[src/rtl/atten_pkg.sv]
package atten_pkg;
  localparam int DEF_DATA_W  = 24;
  localparam int DEF_CODE_W  = 11;
  localparam int DEF_BOOST_S = 2;
endpackage

[src/rtl/atten_gain_ramp.sv]
module atten_gain_ramp #(
  parameter int CODE_W = atten_pkg::DEF_CODE_W
) (
  input  logic              clk,
  input  logic              rst,
  input  logic              in_valid,
  input  logic [CODE_W-1:0] target_code,
  input  logic              boost_in,
  output logic [CODE_W-1:0] gain,
  output logic              boost_q
);
  localparam logic [CODE_W-1:0] UNITY = CODE_W'(1) << (CODE_W - 1);

  logic [CODE_W-1:0] tgt_q;
  logic [CODE_W-1:0] tgt_c;

  assign tgt_c = (target_code >= UNITY) ? UNITY : target_code;

  always_ff @(posedge clk) begin
    if (rst) begin
      tgt_q   <= UNITY;
      boost_q <= 1'b0;
      gain    <= UNITY;
    end else begin
      tgt_q   <= tgt_c;
      boost_q <= boost_in;
      if (in_valid) begin
        if (gain < tgt_q)      gain <= gain + CODE_W'(1);
        else if (gain > tgt_q) gain <= gain - CODE_W'(1);
      end
    end
  end

  AST_ONE_STEP: assert property (@(posedge clk) disable iff (rst)
    (in_valid && gain != tgt_q) |=> (gain == $past(gain) + CODE_W'(1) || gain == $past(gain) - CODE_W'(1)));
  AST_IDLE_HOLD: assert property (@(posedge clk) disable iff (rst)
    !in_valid |=> $stable(gain));
  AST_SETTLED_HOLD: assert property (@(posedge clk) disable iff (rst)
    (in_valid && gain == tgt_q) |=> $stable(gain));
  AST_GAIN_RANGE: assert property (@(posedge clk) disable iff (rst)
    gain <= UNITY);
endmodule

[src/rtl/atten_scaler.sv]
module atten_scaler #(
  parameter int DATA_W  = atten_pkg::DEF_DATA_W,
  parameter int CODE_W  = atten_pkg::DEF_CODE_W,
  parameter int BOOST_S = atten_pkg::DEF_BOOST_S
) (
  input  logic                     clk,
  input  logic                     rst,
  input  logic                     in_valid,
  input  logic signed [DATA_W-1:0] in_sample,
  input  logic        [CODE_W-1:0] gain,
  input  logic                     boost,
  output logic                     out_valid,
  output logic signed [DATA_W-1:0] out_sample
);
  localparam int PW   = DATA_W + CODE_W + 1;
  localparam int SH_N = CODE_W - 1;
  localparam int SH_B = SH_N - BOOST_S;
  localparam logic signed [PW-1:0] RND_N  = PW'(64'sd1 <<< (SH_N - 1));
  localparam logic signed [PW-1:0] RND_B  = PW'(64'sd1 <<< (SH_B - 1));
  localparam logic signed [PW-1:0] SAT_HI = PW'((64'sd1 <<< (DATA_W - 1)) - 64'sd1);
  localparam logic signed [PW-1:0] SAT_LO = PW'(-(64'sd1 <<< (DATA_W - 1)));

  logic signed [PW-1:0] s_ext, g_ext, prod, biased, scaled;
  logic signed [DATA_W-1:0] clipped;

  always_comb begin
    s_ext  = PW'(in_sample);
    g_ext  = PW'({1'b0, gain});
    prod   = s_ext * g_ext;
    biased = prod + (boost ? RND_B : RND_N);
    scaled = boost ? (biased >>> SH_B) : (biased >>> SH_N);
    if (scaled > SAT_HI)      clipped = SAT_HI[DATA_W-1:0];
    else if (scaled < SAT_LO) clipped = SAT_LO[DATA_W-1:0];
    else                      clipped = scaled[DATA_W-1:0];
  end

  always_ff @(posedge clk) begin
    if (rst) begin
      out_valid  <= 1'b0;
      out_sample <= '0;
    end else begin
      out_valid <= in_valid;
      if (in_valid) out_sample <= clipped;
    end
  end

  AST_VALID_PIPE: assert property (@(posedge clk) disable iff (rst)
    ##1 (out_valid == $past(in_valid)));
  AST_OUT_HOLD: assert property (@(posedge clk) disable iff (rst)
    !in_valid |=> $stable(out_sample));
  AST_MUTE_ZERO: assert property (@(posedge clk) disable iff (rst)
    (in_valid && gain == '0) |=> out_sample == '0);
endmodule

[src/rtl/ramp_attenuator.sv]
module ramp_attenuator #(
  parameter int DATA_W  = atten_pkg::DEF_DATA_W,
  parameter int CODE_W  = atten_pkg::DEF_CODE_W,
  parameter int BOOST_S = atten_pkg::DEF_BOOST_S
) (
  input  logic                     clk,
  input  logic                     rst,
  input  logic                     in_valid,
  input  logic signed [DATA_W-1:0] in_sample,
  input  logic        [CODE_W-1:0] target_code,
  input  logic                     boost,
  output logic                     out_valid,
  output logic signed [DATA_W-1:0] out_sample
);
  logic [CODE_W-1:0] gain;
  logic              boost_q;

  atten_gain_ramp #(.CODE_W(CODE_W)) u_ramp (
    .clk(clk), .rst(rst), .in_valid(in_valid), .target_code(target_code),
    .boost_in(boost), .gain(gain), .boost_q(boost_q)
  );

  atten_scaler #(.DATA_W(DATA_W), .CODE_W(CODE_W), .BOOST_S(BOOST_S)) u_scale (
    .clk(clk), .rst(rst), .in_valid(in_valid), .in_sample(in_sample),
    .gain(gain), .boost(boost_q), .out_valid(out_valid), .out_sample(out_sample)
  );

  AST_RESET_OUT: assert property (@(posedge clk)
    rst |=> (!out_valid && out_sample == '0));
endmodule

[config.mk]
export PLATFORM = sky130hd
export DESIGN_NAME = ramp_attenuator
export DESIGN_NICKNAME = d
export VERILOG_FILES = /design/src/rtl/atten_pkg.sv /design/src/rtl/atten_gain_ramp.sv /design/src/rtl/atten_scaler.sv /design/src/rtl/ramp_attenuator.sv
export SDC_FILE = /design/constraint.sdc
export NUM_CORES = 1
export LEC_CHECK = 0
export BUFFER_PORTS_ARGS = -buffer_cell sky130_fd_sc_hd__buf_2
export CORE_AREA = 2 2 162 132
export CTS_BUF_LIST = sky130_fd_sc_hd__clkbuf_8 sky130_fd_sc_hd__clkbuf_16
export CTS_CLUSTER_DIAMETER = 120
export DETAILED_ROUTE_END_ITERATION = 6
export DIE_AREA = 0 0 164 134
export PLACE_DENSITY_LB_ADDON = 0.12
export SYNTH_ARGS = -nofsm -noshare
export SYNTH_HDL_FRONTEND = slang
export SYNTH_HIERARCHICAL = 1
export SYNTH_SLANG_ARGS = --single-unit
[constraint.sdc]
create_clock -name clk -period 9.1 [get_ports clk]
set_clock_uncertainty 0.05 [all_clocks]
set_input_delay 0 -clock clk [delete_from_list [all_inputs] [get_ports clk]]
set_output_delay 0 -clock clk [all_outputs]
set_load 0.01 [all_outputs]
==> results of run 1 <==
-- worst register-to-register path: cells and delay by family, from the launching register on --
kind                       cells  cell delay [ps]
AOI/OAI and AO/OA              9             2740
xor gates and xnor gates       1              140
DFF                            1              940
buffers and inverters          4              490
and+or+nand+nor                1              110
adders and majority gates      6             3030
-- how the worst max path moves through the flow --
stage,endpoint,cells after the start
floorplan,u_scale/out_sample[20],22
global placement,u_scale/out_sample[22],20
detailed placement,u_scale/out_sample[22],21
CTS,u_scale/out_sample[11],21
global route,u_scale/out_sample[22],21
finish,u_scale/out_sample[11],21
-- flip-flops by register name (all words and copies together), names as in the netlist --
register and count:
u_ramp/gain 11, u_ramp/tgt_q 11, u_ramp/boost_q 1, u_scale/out_sample 24, u_scale/out_valid 1
-- layer usage --
| layer | wire length (um) | up-vias | global-route usage |
|---|---|---|---|
| met5 | 0 | - | 0 |
| met2 | 14800 | 272 | 0.500 |
| met1 | 13100 | 4804 | 0.392 |
| met3 | 1430 | 33 | 0.0272 |
| li1 | - | 4475 | - |
| met4 | 475 | 0 | 0.0497 |
-- synth_stat cells, drive strengths merged (2+ instances only) --
cell type and number:
a21o 10, and2 143, nand2b 2, and3 6, nor2b 6, nor2 55, o41ai 2, o21bai 7
o221ai 3, mux2 15, nor4 3, o22ai 3, buf 8, nor3b 2, a211oi 25, o31ai 3
xnor2 30, mux2i 7, clkbuf 64, or2 2, o21ai 23, inv 306, a311oi 2, or3 3
nand3 13, or3b 2, fa 234, a31oi 4, dfxtp 48, nand3b 2, a21oi 47, o211ai 6
ha 115, nor3 13, and4 5, xor2 8, o21a 5, nand2 184, o2bb2ai 2, nand4 8
-- final cells by class --
cell class	instances	area [um^2]
inverter	306	1150
clock buffer	5	125
timing repair buffer	87	526
tap	269	337
multi-input combinational	1017	9990
sequential	48	961
fill	1766	7250
clock inverter	3	68.8
-- logic make-up after synthesis --
kind of cell	after synthesis
adder cells (fa/ha/maj)	349
XOR/XNOR	38
multiplexers	22
AND/OR/NAND/NOR	452
buffers and inverters	378
AO/OA/AOI/OAI	156
flip-flops	48
-- stage by stage --
stage	instance area [um^2]	hold slack, ps	setup WS [ps]	instances	util
2_1_floorplan	12400	21.6	2970	1443	-
5_1_grt	13200	261	1060	1735	0.645
3_5_place_dp	12800	154	1650	1715	0.629
6_report	13200	212	1510	1735	0.645
4_1_cts	13200	203	1630	1735	0.645
3_3_place_gp	12800	150	1790	1715	0.629
==> metrics.txt, run 1 <==
fmax=132 MHz; mux share of post-synthesis cell area=0.0193; Slowest-stage cell, CP=dfxtp_1; Compound-Gate Fraction of Synth Area=0.0852; Yosys cell types=64; drt total wl=29.8 mm; RSZ-0062 raised after global routing=no; critical path arrival=7730 ps; critical hold path startpoint=rst; Critical R2R Capture=u_scale/out_sample[11]; antenna-violating nets left=0; row cnt=47; Synth area leader=fa_1; syn_area_per_cell=8.58 um^2; largest net degree at the start of global routing=41; Port Buffers=63; clock sinks=48; Buf+Inv Stages, Crit Path=4; Chip Height=134 um; WHS Endpoint=u_scale/out_valid; combinational family with the most area after synthesis=adder cells; Syn-to-layout area delta=6.17%; Final GP Congestion=0.958; cells along the critical path=buf_4 > nand2_1 > fa_1 > inv_1 > fa_1 > fa_1 > fa_1 > inv_1 > fa_1 > inv_1 > ha_1 > a21oi_1 > o21ai_0 > o21ai_0 > a21oi_1 > o22ai_1 > xor2_1 > o31a_1 > o21ai_2 > o211ai_1 > a211oi_1; I/O Pins=64; R2R depth=21; WL/cell=17.2 um; post-CTS resize count=0; CP Class=flip-flop to flip-flop; Post-Synth Adder-Cell Area=0.494; Hold Path Class=input port to flip-flop; global-route wire length before repair=49.6 mm; RR Startpoint=u_ramp/gain[6]; worst endpoint required time=9250 ps; # H-tree levels=2; initial antenna violation count=0; most frequent cell on the critical path=fa_1; DRC Markers=0; nets=1853; vias in the first global route=9985; CTS Hold Bufs=12; Synth Cell Area=12400 um^2; Post-CTS Repair Setup Buffers=0; final setup TNS=0 ps; minimum clock period=7590 ps; average vias per placed instance=5.52; crit start category=flip-flop; CTS max path bufs=2; HPWL after DPL=24.1 mm; flop and latch count out of synthesis=48; Initial Util=0.607; later-pin clock latency in the skew report=290 ps; GR Util All Layers=0.285; Worst R2R Setup Slack=1510 ps; area share of the largest cell type after synthesis=0.378; crit path from=u_ramp/gain[6]; drt initial violations=556; Final setup viols=0; Post-synth top flop=dfxtp_1; CTS Root Cell=clkbuf_16; status=finished clean; layout cells sized above 1=0.0723; register area share after synthesis=0.0776; n_diodes=0; Tcrit/Tclk final=0.834; XOR/XNOR share of the synthesized area=0.0269; crit-path max cell delay=940 ps; WHS Path Cells=2; crit path max fanout=23; Core Area=20400 um^2; Worst-path clk slew=70 ps; die width=164 um; worst slew pin tran=1170 ps; most common cell after layout, fill and taps aside=inv_1; grt ovf=0; synth top area cells=fa_1, ha_1, inv_1; Synth Instances=1443; Mapped Nets=1831; simple-gate portion of the synthesized area=0.180; maxcap violations=0; Max-Slew Margin vs Limit=0.219; via count=9584; final hold viol count=0; Crit. End Element=flip-flop; Slew Viols, Final=0; delay-heaviest family, CP=adder cells; DIE AREA=22000 um^2; most frequent cells in the layout=inv_1, fa_1, nand2_1; Yosys Warn Count=6; Post-synth EDFFs=0; cts bufs inserted=5; drt first pass iters=5; CTS tree=built; asr flop ratio synth=0
Power of run 1 is not shown: default switching activity piles up to over one toggle a cycle in this logic, so the estimate is an artifact.
==> run 2: changes to the inputs <==
--- a/config.mk
+++ b/config.mk
@@ -6,11 +6,11 @@
 export NUM_CORES = 1
 export LEC_CHECK = 0
 export BUFFER_PORTS_ARGS = -buffer_cell sky130_fd_sc_hd__buf_2
-export CORE_AREA = 2 2 162 132
+export CORE_AREA = 2 2 166 135
 export CTS_BUF_LIST = sky130_fd_sc_hd__clkbuf_8 sky130_fd_sc_hd__clkbuf_16
 export CTS_CLUSTER_DIAMETER = 120
 export DETAILED_ROUTE_END_ITERATION = 6
-export DIE_AREA = 0 0 164 134
+export DIE_AREA = 0 0 168 137
 export PLACE_DENSITY_LB_ADDON = 0.12
 export SYNTH_ARGS = -nofsm -noshare
 export SYNTH_HDL_FRONTEND = slang
==> constraint.sdc (replaced) <==
create_clock -name clk -period 6.6 [get_ports clk]
set_clock_uncertainty 0.05 [all_clocks]
set_input_delay 0 -clock clk [delete_from_list [all_inputs] [get_ports clk]]
set_output_delay 0 -clock clk [all_outputs]
set_load 0.01 [all_outputs]
==> run 2 against run 1 <==
- via count down 0.22%
- cell count grew 1.4%
- worst setup slack got worse by 1200 ps
- first-iteration DRC count fell by 11%
- final area rose by 2.1%
- utilization decreased by 1.5 points
- die area increased by 4.7%
- count of clock-buffer cells in the layout unchanged
- sequential cell count unchanged
==> metrics.txt, run 2 (same netlist as run 1, synthesis figures left out) <==
largest net degree at the start of global routing=41; most common cell after layout, fill and taps aside=inv_1; Chip Height=137 um; Final setup viols=0; die width=168 um; later-pin clock latency in the skew report=300 ps; drt total wl=30.3 mm; row cnt=48; WHS Path Cells=2; Tcrit/Tclk final=0.959; crit start category=flip-flop; top flop regs=u_scale/out_sample x24, u_ramp/gain x11, u_ramp/tgt_q x11; HPWL after DPL=24.5 mm; max reg flops=24; critical hold path startpoint=rst; crit path max fanout=17; worst endpoint required time=6760 ps; Most flops, register=u_scale/out_sample; Crit. End Element=flip-flop; crit path from=u_ramp/gain[7]; Slew Viols, Final=0; Non-Filler Instances=1759; drt initial violations=494; Syn-to-layout area delta=8.41%; maxcap violations=0; CTS Root Cell=clkbuf_16; Max-Slew Margin vs Limit=0.259; Initial Util=0.581; worst slew pin tran=1110 ps; final hold viol count=0; Post-Place Cells=1738; antenna-violating nets left=0; most frequent cells in the layout=inv_1, fa_1, nand2_1; GR Util All Layers=0.279; global-route wire length before repair=51.1 mm; nets=1871; clock sinks=48; minimum clock period=6330 ps; # H-tree levels=2; CP Class=flip-flop to flip-flop; DIE AREA=23000 um^2; Port Buffers=63; CTS max path bufs=2; vias in the first global route=10.2k; Critical R2R Capture=u_scale/out_sample[22]; final setup TNS=0 ps; via count=9563; n_diodes=0; WHS Endpoint=u_ramp/gain[6]; Worst-path clk slew=70 ps; I/O Pins=64; layout cells sized above 1=0.0957; CTS tree=built; critical path arrival=6490 ps; Final GP Congestion=0.880; cts bufs inserted=5; Hold Path Class=input port to flip-flop; Worst R2R Setup Slack=270 ps; RR Startpoint=u_ramp/gain[7]; status=finished clean; grt ovf=0; Core Area=21300 um^2; WL/cell=17.2 um; average vias per placed instance=5.44; DRC Markers=0; initial antenna violation count=0; R2R depth=23; fmax=158 MHz; drt first pass iters=6
-- run 2: final cells by class --
cell class | count | area [um^2]
Fill cell | 1895 | 7890
Multi-Input combinational cell | 1017 | 10100
Sequential cell | 48 | 967
Clock inverter | 3 | 68.8
Inverter | 306 | 1150
Clock buffer | 5 | 125
Timing Repair Buffer | 105 | 722
Tap cell | 275 | 344
-- run 2: worst max path at each step --
| stage | endpoint | slack [ps] | depth (start not counted) |
|---|---|---|---|
| CTS | u_scale/out_sample[22] | 40 | 23 |
| global placement | u_scale/out_sample[19] | 60 | 22 |
| finish | u_scale/out_sample[22] | 270 | 23 |
| global route | u_scale/out_sample[22] | -20 | 24 |
| floorplan | u_scale/out_sample[20] | 470 | 22 |
| detailed placement | u_scale/out_sample[19] | 20 | 21 |
-- run 2: worst max-delay path, stage by stage (launching register included) --
cell	delay, ps
dfxtp_1	310
buf_4	200
and2_1	180
fa_1	500
inv_1	50
fa_1	470
inv_1	60
fa_1	520
fa_1	540
inv_1	60
fa_1	530
inv_1	40
ha_1	320
buf_4	170
a21oi_1	340
or2_2	180
a21oi_1	110
o41a_1	430
o21a_1	230
or3_1	330
o21ai_2	110
xnor2_1	150
o211ai_1	100
a211oi_1	240
-- run 2: layer usage --
layer / global-route usage / share of wire
met3: 0.0228 / 0.043
met1: 0.371 / 0.43
met4: 0.0483 / 0.015
met2: 0.509 / 0.51
met5: 0 / 0
-- run 2: stage by stage --
stage | area, um^2 | setup slack, ps | utilization | hold slack (ps)
final | 13400 | 270 | 0.630 | 230
after global routing | 13400 | -24.9 | 0.630 | 273
after CTS | 13300 | 43.5 | 0.625 | 223
after detailed placement | 13000 | 20.8 | 0.610 | 155
after global placement | 13000 | 55.3 | 0.610 | 152
after floorplan | 12400 | 474 | - | 21.6
-- run 2: timing repair --
item	CTS	global route
endpoints found under the hold margin	12	0
endpoints found under the setup margin	1	23
hold buffers	12	0
resized for setup	1	22
buffers inserted	0	1
pin swaps	0	0
Power of run 2 is left out for the same reason.
==> run 3: changes to the inputs <==
--- a/config.mk
+++ b/config.mk
@@ -12,6 +12,7 @@
 export DETAILED_ROUTE_END_ITERATION = 6
 export DIE_AREA = 0 0 168 137
 export PLACE_DENSITY_LB_ADDON = 0.12
+export REMOVE_ABC_BUFFERS = 1
 export SYNTH_ARGS = -nofsm -noshare
 export SYNTH_HDL_FRONTEND = slang
 export SYNTH_HIERARCHICAL = 1
==> run 3 against run 2 <==
- first-iteration DRC count increased by 10%
- non-clock buffer count grew 9
- critical path depth stayed put
- wire length fell by 1.5%
- maximum frequency rose by 0.66%
- via count up 1.0%
- worst hold slack got worse by 25 ps
- critical endpoint is now u_scale/out_sample[8]
- highest routed layer unchanged
==> metrics.txt, run 3 (same netlist as run 1, synthesis figures left out) <==
Non-Filler Instances=1768; Core Area=21300 um^2; layout cells sized above 1=0.0998; DRC Markers=0; drt first pass iters=5; n_diodes=0; antenna-violating nets left=0; most frequent cells in the layout=inv_1, fa_1, nand2_1; crit start category=flip-flop; critical path arrival=6370 ps; Buf+Inv Stages, Crit Path=8; critical hold path startpoint=rst; Most flops, register=u_scale/out_sample; initial antenna violation count=0; largest net degree at the start of global routing=41; WL/cell=16.9 um; Sequential Area=970 um^2; crit path max fanout=23; Max-Slew Margin vs Limit=0.327; delay-heaviest family, CP=adder cells; # H-tree levels=2; CP Class=flip-flop to flip-flop; top flop regs=u_scale/out_sample x24, u_ramp/gain x11, u_ramp/tgt_q x11; worst slew pin tran=1010 ps; # fillers=1861; vias in the first global route=9701; status=finished clean; maxcap violations=0; minimum clock period=6290 ps; critical path depth in cells=23; cts bufs inserted=5; drt total wl=29.8 mm; cells along the critical path=buf_4 > nand2_1 > fa_1 > inv_1 > ha_2 > clkinvlp_4 > buf_4 > fa_1 > inv_1 > fa_1 > inv_1 > fa_1 > inv_1 > ha_1 > o21ai_0 > o21bai_2 > a221o_1 > nor3_1 > o21ai_0 > a2111o_1 > nand2_1 > buf_12 > a211oi_1; Worst R2R Setup Slack=310 ps; R2R depth=23; Syn-to-layout area delta=9.41%; global-route wire length before repair=49.7 mm; WHS Endpoint=u_ramp/gain[3]; WHS Path Cells=2; most common cell after layout, fill and taps aside=inv_1; Critical R2R Capture=u_scale/out_sample[8]; crit-path max cell delay=530 ps; Slew Viols, Final=0; I/O Pins=64; Port Buffers=63; HPWL after DPL=23.6 mm; CTS max path bufs=2; Multi-input gate area=10100 um^2; final hold viol count=0; Final GP Congestion=0.922; average vias per placed instance=5.46; CTS Root Cell=clkbuf_16; later-pin clock latency in the skew report=290 ps; crit path from=u_ramp/gain[2]; grt ovf=0; DIE AREA=23000 um^2; worst endpoint required time=6680 ps; RR Startpoint=u_ramp/gain[2]; Hold Path Class=input port to flip-flop; Worst-path clk slew=80 ps; clock sinks=48; die width=168 um; Slowest-stage cell, CP=fa_1; max reg flops=24; Chip Height=137 um; fmax=159 MHz; drt initial violations=544; final setup TNS=0 ps; nets=1880; via count=9660; Tcrit/Tclk final=0.953; Crit. End Element=flip-flop; row cnt=48; Final setup viols=0; CTS tree=built; Initial Util=0.581; GR Util All Layers=0.272; Post-Place Cells=1744
run 3: area by class of cell:
| class | count | area share |
|---|---|---|
| clock buffer | 5 | 0.00923 |
| clock inverter | 3 | 0.00508 |
| multi-input combinational | 1017 | 0.742 |
| timing repair buffer | 114 | 0.0618 |
| sequential | 48 | 0.0715 |
| inverter | 306 | 0.0850 |
| tap | 275 | 0.0254 |
run 3: metrics by stage:
stage          area, um^2  utilization  setup WS [ps]  hold WS, ps
2_1_floorplan       12100            -            289         12.4
3_3_place_gp        13100        0.615            139          152
3_5_place_dp        13100        0.615           37.4          153
4_1_cts             13400        0.630           41.5          203
5_1_grt             13600        0.636          -28.1          219
6_report            13600        0.636            311          205
run 3: worst max path at each step:
stage	slack, ps	endpoint
floorplan	290	u_scale/out_sample[11]
global placement	140	u_scale/out_sample[20]
detailed placement	40	u_scale/out_sample[20]
CTS	40	u_scale/out_sample[19]
global route	-30	u_scale/out_sample[20]
finish	310	u_scale/out_sample[8]
run 3: what timing repair did:
action	in CTS	in global routing
hold buffers	12	0
endpoints found under the setup margin	2	23
resized for setup	1	23
gates cloned	0	1
hold endpoints to repair	12	0
pin swaps	0	2
buffers inserted	0	3
run 3: metal layers:
| layer | part of all wire | global-route usage | routed length, um | up-vias |
|---|---|---|---|---|
| met1 | 0.48 | 0.412 | 14300 | 4823 |
| li1 | - | - | - | 4527 |
| met3 | 0.061 | 0.0318 | 1810 | 13 |
| met2 | 0.45 | 0.435 | 13500 | 297 |
| met4 | 0.0065 | 0.0309 | 195 | 0 |
| met5 | 0 | 0 | 0 | - |
Power of run 3 is left out for the same reason.
